--- src/rtl/sdram_init_pkg.sv ---
package sdram_init_pkg;
  localparam logic [31:0] CTRL_DEFAULT = 32'h0222_59F1;
  localparam int ECC_BIT   = 16;
  localparam int SEL_BIT   = 18;
  localparam int KICK_BIT  = 19;
  localparam logic [31:0] COMMIT_VAL = 32'h1;

  typedef enum logic [3:0] {
    ST_IDLE, ST_WR_DEF, ST_WR_ECC, ST_WR_KICK, ST_POLL,
    ST_PAGE, ST_FILL, ST_COMMIT, ST_DONE, ST_FAIL
  } state_t;

  typedef struct packed {
    logic load;
    logic clrTmo;
    logic incTmo;
    logic incWord;
  } strb_t;
endpackage

--- src/rtl/sdram_init_dp.sv ---
module sdram_init_dp
  import sdram_init_pkg::*;
#(
  parameter int SIZE_W     = 10,
  parameter int WIN_BYTES  = 32768,
  parameter int UNIT_BYTES = 1048576,
  parameter int TMO_LIMIT  = 50000000
) (
  input  logic              clk,
  input  logic              rstN,
  input  strb_t             strb,
  input  logic [7:0]        spdType,
  input  logic [SIZE_W-1:0] sizeMb,
  output logic              eccOn,
  output logic              sizeNz,
  output logic              tmoHit,
  output logic              pageLast,
  output logic              lastWord,
  output logic              scrubEnd,
  output logic [31:0]       pageIdx,
  output logic [$clog2(WIN_BYTES)-3:0] wordOfs
);
  localparam int WIN_LG  = $clog2(WIN_BYTES) - 2;
  localparam int UNIT_LG = $clog2(UNIT_BYTES) - 2;
  localparam int CNT_W   = SIZE_W + UNIT_LG + 1;
  localparam int TMO_W   = $clog2(TMO_LIMIT + 1);

  logic [SIZE_W-1:0] sizeQ;
  logic [CNT_W-1:0]  wordCnt;
  logic [CNT_W-1:0]  totalWords;
  logic [TMO_W-1:0]  tmoCnt;

  assign totalWords = CNT_W'(sizeQ) << UNIT_LG;

  always_ff @(posedge clk) begin
    if (!rstN) begin
      eccOn   <= 1'b0;
      sizeQ   <= '0;
      wordCnt <= '0;
      tmoCnt  <= '0;
    end else begin
      if (strb.load) begin
        eccOn   <= (spdType == 8'h02);
        sizeQ   <= sizeMb;
        wordCnt <= '0;
      end else if (strb.incWord) begin
        wordCnt <= wordCnt + 1'b1;
      end
      if (strb.clrTmo)      tmoCnt <= '0;
      else if (strb.incTmo) tmoCnt <= tmoCnt + 1'b1;
    end
  end

  assign sizeNz   = (sizeQ != '0);
  assign tmoHit   = (tmoCnt == TMO_W'(TMO_LIMIT - 1));
  assign wordOfs  = wordCnt[WIN_LG-1:0];
  assign pageLast = &wordCnt[WIN_LG-1:0];
  assign lastWord = (wordCnt == totalWords - 1'b1);
  assign scrubEnd = (wordCnt == totalWords);
  assign pageIdx  = 32'(wordCnt >> WIN_LG);
endmodule

--- src/rtl/sdram_init_ctrl.sv ---
module sdram_init_ctrl
  import sdram_init_pkg::*;
#(
  parameter int ADDR_W     = 12,
  parameter logic [ADDR_W-1:0] CTRL_OFS   = 12'h088,
  parameter logic [ADDR_W-1:0] WIN_OFS    = 12'h00C,
  parameter logic [ADDR_W-1:0] COMMIT_OFS = 12'h484
) (
  input  logic              clk,
  input  logic              rstN,
  input  logic              start,
  input  logic              initBusy,
  input  logic              eccOn,
  input  logic              sizeNz,
  input  logic              tmoHit,
  input  logic              pageLast,
  input  logic              lastWord,
  input  logic              scrubEnd,
  input  logic [31:0]       pageIdx,
  output strb_t             strb,
  output logic              regWrEn,
  output logic [ADDR_W-1:0] regAddr,
  output logic [31:0]       regWrData,
  output logic              memWrEn,
  output logic              busy,
  output logic              done,
  output logic              error
);
  state_t state, nextState;
  logic [31:0] ctrlWord;
  logic        idleLike;

  assign ctrlWord = CTRL_DEFAULT | (32'(eccOn) << ECC_BIT);
  assign idleLike = (state == ST_IDLE) || (state == ST_DONE) || (state == ST_FAIL);

  always_ff @(posedge clk) begin
    if (!rstN) state <= ST_IDLE;
    else       state <= nextState;
  end

  always_comb begin
    nextState = state;
    strb      = '0;
    regWrEn   = 1'b0;
    regAddr   = CTRL_OFS;
    regWrData = '0;
    memWrEn   = 1'b0;
    unique case (state)
      ST_IDLE, ST_DONE, ST_FAIL: begin
        if (start) begin
          strb.load = 1'b1;
          nextState = ST_WR_DEF;
        end
      end
      ST_WR_DEF: begin
        regWrEn   = 1'b1;
        regWrData = CTRL_DEFAULT;
        nextState = eccOn ? ST_WR_ECC : ST_WR_KICK;
      end
      ST_WR_ECC: begin
        regWrEn   = 1'b1;
        regWrData = ctrlWord;
        nextState = ST_WR_KICK;
      end
      ST_WR_KICK: begin
        regWrEn     = 1'b1;
        regWrData   = (ctrlWord & ~(32'h1 << SEL_BIT)) | (32'h1 << KICK_BIT);
        strb.clrTmo = 1'b1;
        nextState   = ST_POLL;
      end
      ST_POLL: begin
        strb.incTmo = 1'b1;
        if (!initBusy)   nextState = (eccOn && sizeNz) ? ST_PAGE : ST_DONE;
        else if (tmoHit) nextState = ST_FAIL;
      end
      ST_PAGE: begin
        regWrEn   = 1'b1;
        regAddr   = WIN_OFS;
        regWrData = pageIdx;
        nextState = ST_FILL;
      end
      ST_FILL: begin
        memWrEn      = 1'b1;
        strb.incWord = 1'b1;
        if (pageLast || lastWord) nextState = ST_COMMIT;
      end
      ST_COMMIT: begin
        regWrEn   = 1'b1;
        regAddr   = COMMIT_OFS;
        regWrData = COMMIT_VAL;
        nextState = scrubEnd ? ST_DONE : ST_PAGE;
      end
      default: nextState = ST_IDLE;
    endcase
  end

  assign busy  = !idleLike;
  assign done  = (state == ST_DONE);
  assign error = (state == ST_FAIL);
endmodule

--- src/rtl/sdram_init_seq.sv ---
module sdram_init_seq
  import sdram_init_pkg::*;
#(
  parameter int ADDR_W     = 12,
  parameter int SIZE_W     = 10,
  parameter int WIN_BYTES  = 32768,
  parameter int UNIT_BYTES = 1048576,
  parameter int TMO_LIMIT  = 50000000,
  parameter logic [ADDR_W-1:0] CTRL_OFS   = 12'h088,
  parameter logic [ADDR_W-1:0] WIN_OFS    = 12'h00C,
  parameter logic [ADDR_W-1:0] COMMIT_OFS = 12'h484,
  localparam int WIN_LG = $clog2(WIN_BYTES) - 2
) (
  input  logic              clk,
  input  logic              rstN,
  input  logic              start,
  input  logic [7:0]        spdType,
  input  logic [SIZE_W-1:0] sizeMb,
  input  logic              initBusy,
  output logic              regWrEn,
  output logic [ADDR_W-1:0] regAddr,
  output logic [31:0]       regWrData,
  output logic              memWrEn,
  output logic [WIN_LG-1:0] memOffset,
  output logic [31:0]       memWrData,
  output logic              busy,
  output logic              done,
  output logic              error
);
  strb_t       strb;
  logic        eccOn, sizeNz, tmoHit, pageLast, lastWord, scrubEnd;
  logic [31:0] pageIdx;

  sdram_init_dp #(
    .SIZE_W(SIZE_W), .WIN_BYTES(WIN_BYTES),
    .UNIT_BYTES(UNIT_BYTES), .TMO_LIMIT(TMO_LIMIT)
  ) dp_i (
    .clk(clk), .rstN(rstN), .strb(strb), .spdType(spdType), .sizeMb(sizeMb),
    .eccOn(eccOn), .sizeNz(sizeNz), .tmoHit(tmoHit), .pageLast(pageLast),
    .lastWord(lastWord), .scrubEnd(scrubEnd), .pageIdx(pageIdx),
    .wordOfs(memOffset)
  );

  sdram_init_ctrl #(
    .ADDR_W(ADDR_W), .CTRL_OFS(CTRL_OFS),
    .WIN_OFS(WIN_OFS), .COMMIT_OFS(COMMIT_OFS)
  ) ctrl_i (
    .clk(clk), .rstN(rstN), .start(start), .initBusy(initBusy),
    .eccOn(eccOn), .sizeNz(sizeNz), .tmoHit(tmoHit), .pageLast(pageLast),
    .lastWord(lastWord), .scrubEnd(scrubEnd), .pageIdx(pageIdx),
    .strb(strb), .regWrEn(regWrEn), .regAddr(regAddr), .regWrData(regWrData),
    .memWrEn(memWrEn), .busy(busy), .done(done), .error(error)
  );

  assign memWrData = '0;
endmodule

--- config.mk ---
export PLATFORM = sky130hd
export DESIGN_NAME = sdram_init_seq
export DESIGN_NICKNAME = d
export VERILOG_FILES = /design/src/rtl/sdram_init_pkg.sv /design/src/rtl/sdram_init_dp.sv /design/src/rtl/sdram_init_ctrl.sv /design/src/rtl/sdram_init_seq.sv
export SDC_FILE = /design/constraint.sdc
export NUM_CORES = 1
export LEC_CHECK = 0
export BUFFER_PORTS_ARGS = -buffer_cell sky130_fd_sc_hd__buf_4
export CAP_MARGIN = 10
export CELL_PAD_IN_SITES_DETAIL_PLACEMENT = 0
export CELL_PAD_IN_SITES_GLOBAL_PLACEMENT = 1
export CORE_ASPECT_RATIO = 1.25
export CORE_MARGIN = 4
export CORE_UTILIZATION = 36
export CTS_BUF_LIST = sky130_fd_sc_hd__clkbuf_8 sky130_fd_sc_hd__clkbuf_16
export CTS_CLUSTER_DIAMETER = 60
export DETAILED_ROUTE_END_ITERATION = 10
export GPL_ROUTABILITY_DRIVEN = 1
export HOLD_SLACK_MARGIN = 0.15
export PLACE_DENSITY_LB_ADDON = 0.12
export SYNTH_ARGS = -nofsm -noshare
export SYNTH_HDL_FRONTEND = slang
export SYNTH_HIERARCHICAL = 1
export SYNTH_SLANG_ARGS = --single-unit
--- constraint.sdc ---
create_clock -name clk -period 2 [get_ports clk]
set_input_delay 0.2 -clock clk [delete_from_list [all_inputs] [get_ports clk]]
set_output_delay 0.2 -clock clk [all_outputs]
set_load 0.02 [all_outputs]
==> results.json, run 1 <==
{
  "synth_cell_types": 55,
  "period_share_pct": 99.5,
  "fin_cells": 853,
  "cp-start-kind": "register",
  "row_count": 46,
  "tritoncts": "done",
  "cap_violations": 0,
  "p_seq_share_pct": 36.5,
  "critPathArrivalTime_ps": 2200,
  "fmax_ghz": 0.503,
  "grtUsageTotal_pct": 15.9,
  "power_frac_clock_pct": 38.1,
  "area_growth_pct": 26.6,
  "drive_above_1_share_pct": 27.7,
  "reg2reg_depth": 9,
  "yosys.area.top_type": "dfxtp_1",
  "yosysWarnings": 6,
  "worst_slack_ps": 10.3,
  "htree_levels": 3,
  "hold_violations": 0,
  "die_h_um": 136,
  "clkLatencyLatePin_ps": 330,
  "worstSetupEndpointType": "register",
  "clock-skew-final_ps": 4.96,
  "finalSetupTns_ps": 0,
  "via_per_inst": 4.64,
  "clk_pin_slew_ps": 50,
  "cts_root_buf": "clkbuf_16",
  "syn_area_per_cell_um2": 8.23,
  "antenna_found_initial": 0,
  "async_reset_ff_share_pct": 0,
  "final_max_slew_viol_count": 0,
  "syn_area_mm2": 0.00471,
  "power_leakage_nw": 2.43,
  "p_per_area_mw_per_mm2": 675,
  "dp.cells": 832,
  "drtIter0Drc": 150,
  "route.met3.wl_um": 455,
  "netlist_instances": 572,
  "ys_seq_area_share_pct": 29.8,
  "p_switching_mw": 1.20,
  "dpl.hpwl_mm": 9.13,
  "routedWlPerCell_um": 13.8,
  "met1_length_mm": 4.90,
  "swShare_pct": 29.9,
  "post-route-min-period_ps": 1990,
  "clock_sinks": 70,
  "cts_buffers": 9,
  "drc": 0,
  "hold_path.class": "input pin to register",
  "finalWeightedCongestion": 0.807,
  "worstPathMaxFanout": 5,
  "portBuffers": 64,
  "ys_ff_latch": 70,
  "synth_area_leaders": "dfxtp_1, buf_4, xnor2_1",
  "dr_total_vias": 3956,
  "synth_top_area_share_pct": 29.8,
  "critPathRequiredTime_ps": 2210,
  "finalNetCount": 708,
  "diodes": 0,
  "intPower_mw": 2.82,
  "wl_met2_mm": 6.28,
  "clockBufferDepth": 2,
  "synthTopCellsByCount": "nor2_1, dfxtp_1, buf_4",
  "io_pins": 116,
  "core_mm2": 0.0128,
  "ir_drop_v": 0.000327,
  "path_class": "register to register",
  "overflow": 0,
  "setup_violations": 0,
  "post_cts_buffers": 0,
  "synth_edf_count": 0,
  "fillers": 1312,
  "grt_pass1_vias": 3844,
  "rsz0062_at_grt": "true",
  "ant_nets": 0,
  "post-synth-top-count-cell": "nor2_1",
  "die_x_um": 110,
  "drtPass1Iterations": 4,
  "die_area_mm2": 0.0150,
  "synth_ff_type": "dfxtp_1",
  "grt_max_degree": 31,
  "whs_path_depth": 3,
  "start_util_pct": 36.8,
  "grt_pass1_wl_mm": 18.8,
  "dp_slack_ps": -124,
  "status": "complete, no violations",
  "combPwrFrac_pct": 25.4,
  "rrSetupSlack_ps": 10,
  "wl_mm": 11.8,
  "routed.top_layer": "met4"
}
==> routing by layer <==
layer	vias up	global-route usage, %
met5	-	0
met4	0	4.93
met3	13	3.09
met2	74	29.5
met1	1843	18.1
li1	2026	-
==> timing repair <==
action	4_1_cts	5_1_grt
hold buffers	6	0
hold endpoints to repair	6	0
endpoints found under the setup margin	3	18
pin swaps	7	2
gates resized for setup	7	10
==> sequential cells by signal, indices dropped and copies added (netlist names) <==
name / cells
dp_i/eccOn: 1
ctrl_i/state: 4
dp_i/sizeQ: 10
dp_i/wordCnt: 29
dp_i/tmoCnt: 26
==> power groups by stage <==
stage	Sequential, mW	Combinational (mW)	Clock, mW
finish	1.47	1.02	1.53
global route	1.47	1.11	1.64
CTS	1.46	1.02	1.58
detailed placement	1.49	0.995	0
global placement	1.49	0.988	0
floorplan	1.48	0.705	0
==> area by class of cell <==
cell class	count	area (um2)	area share, %
clock buffer	13	280	4.70
tap	168	210	3.53
timing repair buffer	131	1040	17.4
inverter	17	66.3	1.11
multi-input combinational	452	2950	49.5
clock inverter	2	7.51	0.126
sequential	70	1410	23.6
==> cells in the final DEF (no fill, tap or decap), drive strengths merged, types with 2 or more instances in the layout <==
| cell type | instances |
|---|---|
| a311oi | 2 |
| nor3b | 3 |
| nor3 | 23 |
| dlygate4sd3 | 6 |
| xor2 | 19 |
| buf | 125 |
| o31a | 2 |
| nand4b | 2 |
| and2 | 20 |
| and4 | 5 |
| nand3 | 23 |
| a21oi | 9 |
| nor4b | 3 |
| xnor2 | 45 |
| or2 | 3 |
| nor2b | 13 |
| nand2b | 9 |
| nand3b | 2 |
| nand2 | 44 |
| conb | 56 |
| nor4 | 20 |
| o32ai | 2 |
| clkbuf | 13 |
| nor2 | 71 |
| ha | 5 |
| and3 | 10 |
| or3 | 6 |
| mux2i | 12 |
| dfxtp | 70 |
| nand4 | 19 |
| o21ai | 15 |
| inv | 19 |
==> final timing paths <==
path | startpoint | endpoint
worst min register to register | dp_i/tmoCnt[5] | dp_i/tmoCnt[5]
worst max-delay path | dp_i/sizeQ[1] | ctrl_i/state[3]
worst max register to register | dp_i/sizeQ[1] | ctrl_i/state[3]
worst min-delay path | sizeMb[6] | dp_i/sizeQ[6]
==> worst max-delay path, stage by stage, from the launching register on <==
cell	delay (ps)
dfxtp_2	320
inv_2	90
ha_4	160
nand3_1	110
xnor2_1	170
nor3_1	60
o311a_1	360
o32ai_2	270
nor2_1	80
o31a_1	250
==> logic make-up after synthesis <==
family	Yosys count	synth area share, %
xor+xnor	64	12.1
other cells	3	0.239
fa+ha+maj	5	1.33
compound gates	37	5.21
mux	12	2.55
simple gates	278	35.0
flops	70	29.8
buf+inv	103	13.8
==> per-stage QoR <==
stage	instance area, um2	power [mW]	hold slack (ps)	utilization, %
after floorplan	4940	2.19	332	-
after global placement	5540	2.48	459	43.4
after detailed placement	5540	2.49	470	43.4
after CTS	5920	4.06	153	46.4
after global routing	5960	4.22	165	46.6
final	5960	4.02	159	46.6
(Power assumes the default switching activity.)
==> run 2: changes to the inputs <==
Settings changed: ABC_AREA set to 1, CORE_UTILIZATION 36 to 34.
==> run 2 against run 1 <==
Net effect: non-clock buffer count fell by 24; wire length rose by 28%; global-route usage rose by 2.3 points; final cell count rose by 30%; largest power group is now combinational logic.
==> results.json, run 2 <==
{
  "diodes": 0,
  "setup_violations": 0,
  "top_register": "dp_i/wordCnt",
  "met1_length_mm": 5.78,
  "final_max_slew_viol_count": 0,
  "hold_slack_ps": 134,
  "routed.top_layer": "met4",
  "ys_seq_area_share_pct": 27.7,
  "intPower_mw": 3.06,
  "yosys.area.top_type": "dfxtp_1",
  "grt_max_degree": 25,
  "start_util_pct": 34.9,
  "mostFrequentLayoutCells": "nand2_1, nor2_1, inv_1, buf_4, dfxtp_1",
  "worst_slew_pin_slew_ps": 519,
  "hold_violations": 0,
  "max_slew_margin_pct": 65.1,
  "synth_top_area_share_pct": 27.7,
  "rsz0062_at_grt": "true",
  "ant_nets": 0,
  "post-route-min-period_ps": 1850,
  "clkLatencyLatePin_ps": 340,
  "clock-skew-final_ps": 4.31,
  "critPathRequiredTime_ps": 2220,
  "cap_violations": 0,
  "dpl.hpwl_mm": 12.3,
  "route.met3.wl_um": 612,
  "finalWeightedCongestion": 0.889,
  "crit_start": "dp_i/wordCnt[0]",
  "clock_sinks": 70,
  "cts_buffers": 9,
  "hold_path.class": "input pin to register",
  "swShare_pct": 39.5,
  "worstSetupEndpointType": "register",
  "synthTopCellsByCount": "nand2_1, nor2_1, inv_1",
  "clockBufferDepth": 2,
  "async_reset_ff_share_pct": 0,
  "power_mw": 5.06,
  "reg_top3": "dp_i/wordCnt x29, dp_i/tmoCnt x26, dp_i/sizeQ x10",
  "p_per_area_mw_per_mm2": 827,
  "routedWlPerCell_um": 13.6,
  "core_mm2": 0.0145,
  "row_count": 49,
  "syn_area_mm2": 0.00505,
  "syn_area_per_cell_um2": 6.09,
  "grtUsageTotal_pct": 18.3,
  "area_growth_pct": 21.0,
  "antenna_found_initial": 0,
  "die_area_mm2": 0.0169,
  "ys_ff_latch": 70,
  "fillers": 1570,
  "final_area_mm2": 0.00611,
  "synth_cell_types": 36,
  "r2r_start": "dp_i/wordCnt[0]",
  "htree_levels": 3,
  "p_switching_mw": 2.00,
  "p_seq_share_pct": 30.4,
  "final_util_pct": 42.2,
  "die_x_um": 117,
  "dp.cells": 1087,
  "io_pins": 116,
  "clk_pin_slew_ps": 60,
  "drtIter0Drc": 209,
  "synth_edf_count": 0,
  "die_h_um": 144,
  "synth_area_leaders": "dfxtp_1, nand2_1, nor2_1",
  "yosysWarnings": 6,
  "power_frac_clock_pct": 29.2,
  "power_leakage_nw": 2.71,
  "hold_path_startpoint": "sizeMb[1]",
  "drtPass1Iterations": 4,
  "cp-start-kind": "register",
  "netlist_instances": 830,
  "critPathArrivalTime_ps": 2080,
  "path_class": "register to register",
  "finalSetupTns_ps": 0,
  "worstPathMaxFanout": 5,
  "finalNetCount": 957,
  "final_common_cell": "nand2_1",
  "largest_register_ffs": 29,
  "combPwrFrac_pct": 40.4,
  "drive_above_1_share_pct": 19.4,
  "grt_pass1_vias": 4942,
  "wl_met2_mm": 8.34,
  "dr_total_vias": 5158,
  "overflow": 0,
  "tritoncts": "done",
  "ir_drop_v": 0.000300,
  "fmax_ghz": 0.540,
  "drc": 0,
  "via_per_inst": 4.63,
  "synth_ff_type": "dfxtp_1",
  "wl_mm": 15.1,
  "period_share_pct": 92.7,
  "cts_root_buf": "clkbuf_16",
  "status": "complete, no violations",
  "fin_cells": 1113,
  "placed_area_mm2": 0.00569,
  "post-synth-top-count-cell": "nand2_1",
  "worst_slack_ps": 147,
  "grt_pass1_wl_mm": 24.0,
  "dp_slack_ps": 66.9,
  "portBuffers": 64
}
run 2: changes by cell type in the layout (fill, tap and decap cells not counted), sizes merged, moves of 12 or more:
cell,previous run,this run
nand3,23,68
xnor2,45,5
nor4,20,3
nand2,44,219
nor2b,13,0
nor2,71,154
a21oi,9,35
mux2i,12,0
and2,20,1
buf,125,99
inv,19,121
xor2,19,4
o21ai,15,32
run 2: final timing paths:
kind	to	slack, ps	cells past startpoint
min	dp_i/sizeQ[1]	130	3
min reg2reg	dp_i/tmoCnt[13]	450	2
max reg2reg	ctrl_i/state[2]	150	13
max	ctrl_i/state[2]	150	13
run 2: cells by family (layout without fill, tap and decap cells):
logic type               count (synthesis)  after routing  synth area share (%)
buffers and inverters                  192            244                  19.3
flip-flops                              70             70                  27.7
XOR/XNOR                                 9              9                  1.56
AO/OA/AOI/OAI                           71             71                  7.28
AND/OR/NAND/NOR                        480            480                  42.6
adder cells (fa/ha/maj)                  5              5                  1.24
other                                    3             56                 0.223
run 2: final cells by class:
class	instances	area (um2)	share of cell area, %
multi-input cells	621	2920	47.7
clock inverters	6	30.0	0.491
flip-flops and latches	70	1410	23.1
repair buffers	107	836	13.7
well taps	178	223	3.64
clock buffers	10	239	3.91
inverters	121	459	7.51
run 2: what timing repair did:
action                     CTS  global route
setup buffers                0             2
resized for setup            0            20
hold buffers                 8             0
hold endpoints to repair     8             0
setup endpoints to repair    0             4
run 2: per-layer routing:
metal,track usage [%],vias up
li1,-,2663
met1,19.3,2350
met2,35.2,120
met3,2.85,25
met4,7.61,0
met5,0,-
run 2: power by group through the flow:
stage	combinational [mW]	sequential, mW	clock, mW
2_1_floorplan	1.37	1.54	0
3_3_place_gp	2.00	1.56	0
3_5_place_dp	1.99	1.56	0
4_1_cts	2.01	1.53	1.52
5_1_grt	2.27	1.55	1.58
6_report	2.04	1.54	1.48
run 2: critical path, stage by stage (launching register included):
cell and delay [ps]:
dfxtp_2 340, inv_1 110, ha_1 170, nand4_1 120, nor3_2 200, nand2_1 100, nor2_1 180, inv_1 80
nand3_1 80, nand2_1 70, nor2_1 110, nand2_1 70, nand2_1 70, a21oi_2 50
==> run 3: changes to the inputs <==
Settings changed: CELL_PAD_IN_SITES_DETAIL_PLACEMENT 0 to 1.
==> run 3 against run 2 <==
Net effect: fmax is 3.2% lower; register-to-register slack worse by 60 ps; clock skew hardly changed; sequential share of layout area is 0.10 points lower; utilization is 0.15 points higher; design area is 0.35% higher; die area stayed put; clock-buffer cell count is 1 lower.
==> results.json, run 3 (synthesis gave the netlist of run 2 again) <==
{
  "path_class": "register to register",
  "cap_violations": 0,
  "die_area_mm2": 0.0169,
  "area.sequential_mm2": 0.00141,
  "portBuffers": 64,
  "clock-skew-final_ps": 4.76,
  "ant_nets": 0,
  "clock_sinks": 70,
  "drtPass1Iterations": 6,
  "io_pins": 116,
  "worstSetupEndpointType": "register",
  "min_to": "dp_i/sizeQ[5]",
  "clkLatencyLatePin_ps": 330,
  "htree_levels": 3,
  "final_area_mm2": 0.00613,
  "whs_path_depth": 3,
  "final_max_slew_viol_count": 0,
  "diodes": 0,
  "reg_top3": "dp_i/wordCnt x29, dp_i/tmoCnt x26, dp_i/sizeQ x10",
  "worstPathMaxFanout": 5,
  "core_mm2": 0.0145,
  "rrSetupSlack_ps": 80,
  "hold_path.class": "input pin to register",
  "top_register": "dp_i/wordCnt",
  "cts_root_buf": "clkbuf_16",
  "hold_path_startpoint": "sizeMb[5]",
  "power_leakage_nw": 2.71,
  "routedWlPerCell_um": 15.2,
  "antenna_found_initial": 0,
  "die_x_um": 117,
  "multiInputGateArea_mm2": 0.00294,
  "r2r_start": "dp_i/wordCnt[0]",
  "critPathArrivalTime_ps": 2140,
  "finalSetupTns_ps": 0,
  "start_util_pct": 34.9,
  "placed_area_mm2": 0.00569,
  "grt_pass1_wl_mm": 27.2,
  "overflow": 0,
  "fmax_ghz": 0.522,
  "mostFrequentLayoutCells": "nand2_1, nor2_1, inv_1, buf_4, dfxtp_1",
  "grt_pass1_vias": 5674,
  "drtIter0Drc": 208,
  "worst_slew_pin_slew_ps": 513,
  "row_count": 49,
  "post-route-min-period_ps": 1920,
  "rsz0062_at_grt": "true",
  "largest_register_ffs": 29,
  "final_common_cell": "nand2_1",
  "finalNetCount": 958,
  "critPathRequiredTime_ps": 2220,
  "drive_above_1_share_pct": 19.8,
  "dr_total_vias": 5348,
  "hold_violations": 0,
  "die_h_um": 144,
  "dpl.hpwl_mm": 13.7,
  "period_share_pct": 95.8,
  "setup_violations": 0,
  "status": "complete, no violations",
  "grtUsageTotal_pct": 20.4,
  "clockBufferDepth": 2,
  "hold_slack_ps": 160,
  "rr_endpoint": "ctrl_i/state[2]",
  "max_slew_margin_pct": 65.6,
  "cp-start-kind": "register",
  "drc": 0,
  "p_per_area_mw_per_mm2": 838,
  "via_per_inst": 4.81,
  "wl_mm": 16.9,
  "ir_drop_v": 0.000370,
  "tritoncts": "done",
  "grt_max_degree": 25,
  "fillers": 1999,
  "clk_pin_slew_ps": 60,
  "cts_buffers": 9,
  "area_growth_pct": 21.4,
  "reg2reg_depth": 13,
  "finalWeightedCongestion": 0.889
}
[run 3: per-stage QoR]
step,total power [mW],cells,setup slack [ps],utilization [%]
after floorplan,2.92,883,2.73,-
after global placement,3.56,1087,103,39.3
after detailed placement,3.60,1087,21.2,39.3
after CTS,5.08,1111,0.619,41.7
after global routing,5.49,1113,-26.5,42.4
final,5.14,1113,84.7,42.4
[run 3: worst max path at each step]
stage	from	end	slack (ps)	cells after the start
floorplan	ctrl_i/state[3]	dp_i/wordCnt[17]	3	14
global placement	dp_i/sizeQ[1]	ctrl_i/state[0]	100	16
detailed placement	dp_i/sizeQ[0]	ctrl_i/state[0]	20	16
CTS	dp_i/sizeQ[0]	ctrl_i/state[0]	0.6	16
global route	dp_i/sizeQ[4]	ctrl_i/state[0]	-30	14
finish	dp_i/wordCnt[0]	ctrl_i/state[2]	80	13
[run 3: where the power goes]
group	switching, mW	internal, mW	leakage, nW	total [mW]
clock network	0.621	0.819	0.132	1.44
logic	1.38	0.770	2.01	2.15
registers	0.0797	1.46	0.568	1.54
[run 3: area by class of cell]
cell class | instances | area share, %
multi-input combinational | 621 | 47.9
sequential | 70 | 23.0
timing repair buffer | 108 | 13.8
inverter | 121 | 7.53
clock buffer | 9 | 3.67
tap | 178 | 3.63
clock inverter | 6 | 0.510
[run 3: timing repair]
| item | in CTS | in global routing |
|---|---|---|
| setup endpoints to repair | 0 | 9 |
| endpoints found under the hold margin | 9 | 0 |
| gates resized for setup | 0 | 27 |
| setup buffers | 0 | 2 |
| hold buffers | 9 | 0 |
[run 3: layer usage]
layer	up-vias	wire (um)	track usage, %
li1	2671	-	-
met2	78	9800	41.5
met3	17	453	3.47
met5	-	0	0
met4	0	259	4.71
met1	2582	6410	21.2
[run 3: critical path: stages (launching register included)]
cell and delay [ps]:
dfxtp_1 350, inv_1 120, ha_1 160, nand4_1 100, nor3_1 250, nand2_1 140
nor2_2 140, inv_1 90, nand3_1 90, nand2_1 70, nor2_1 100, nand2_1 70
nand2_2 80, a21oi_2 50
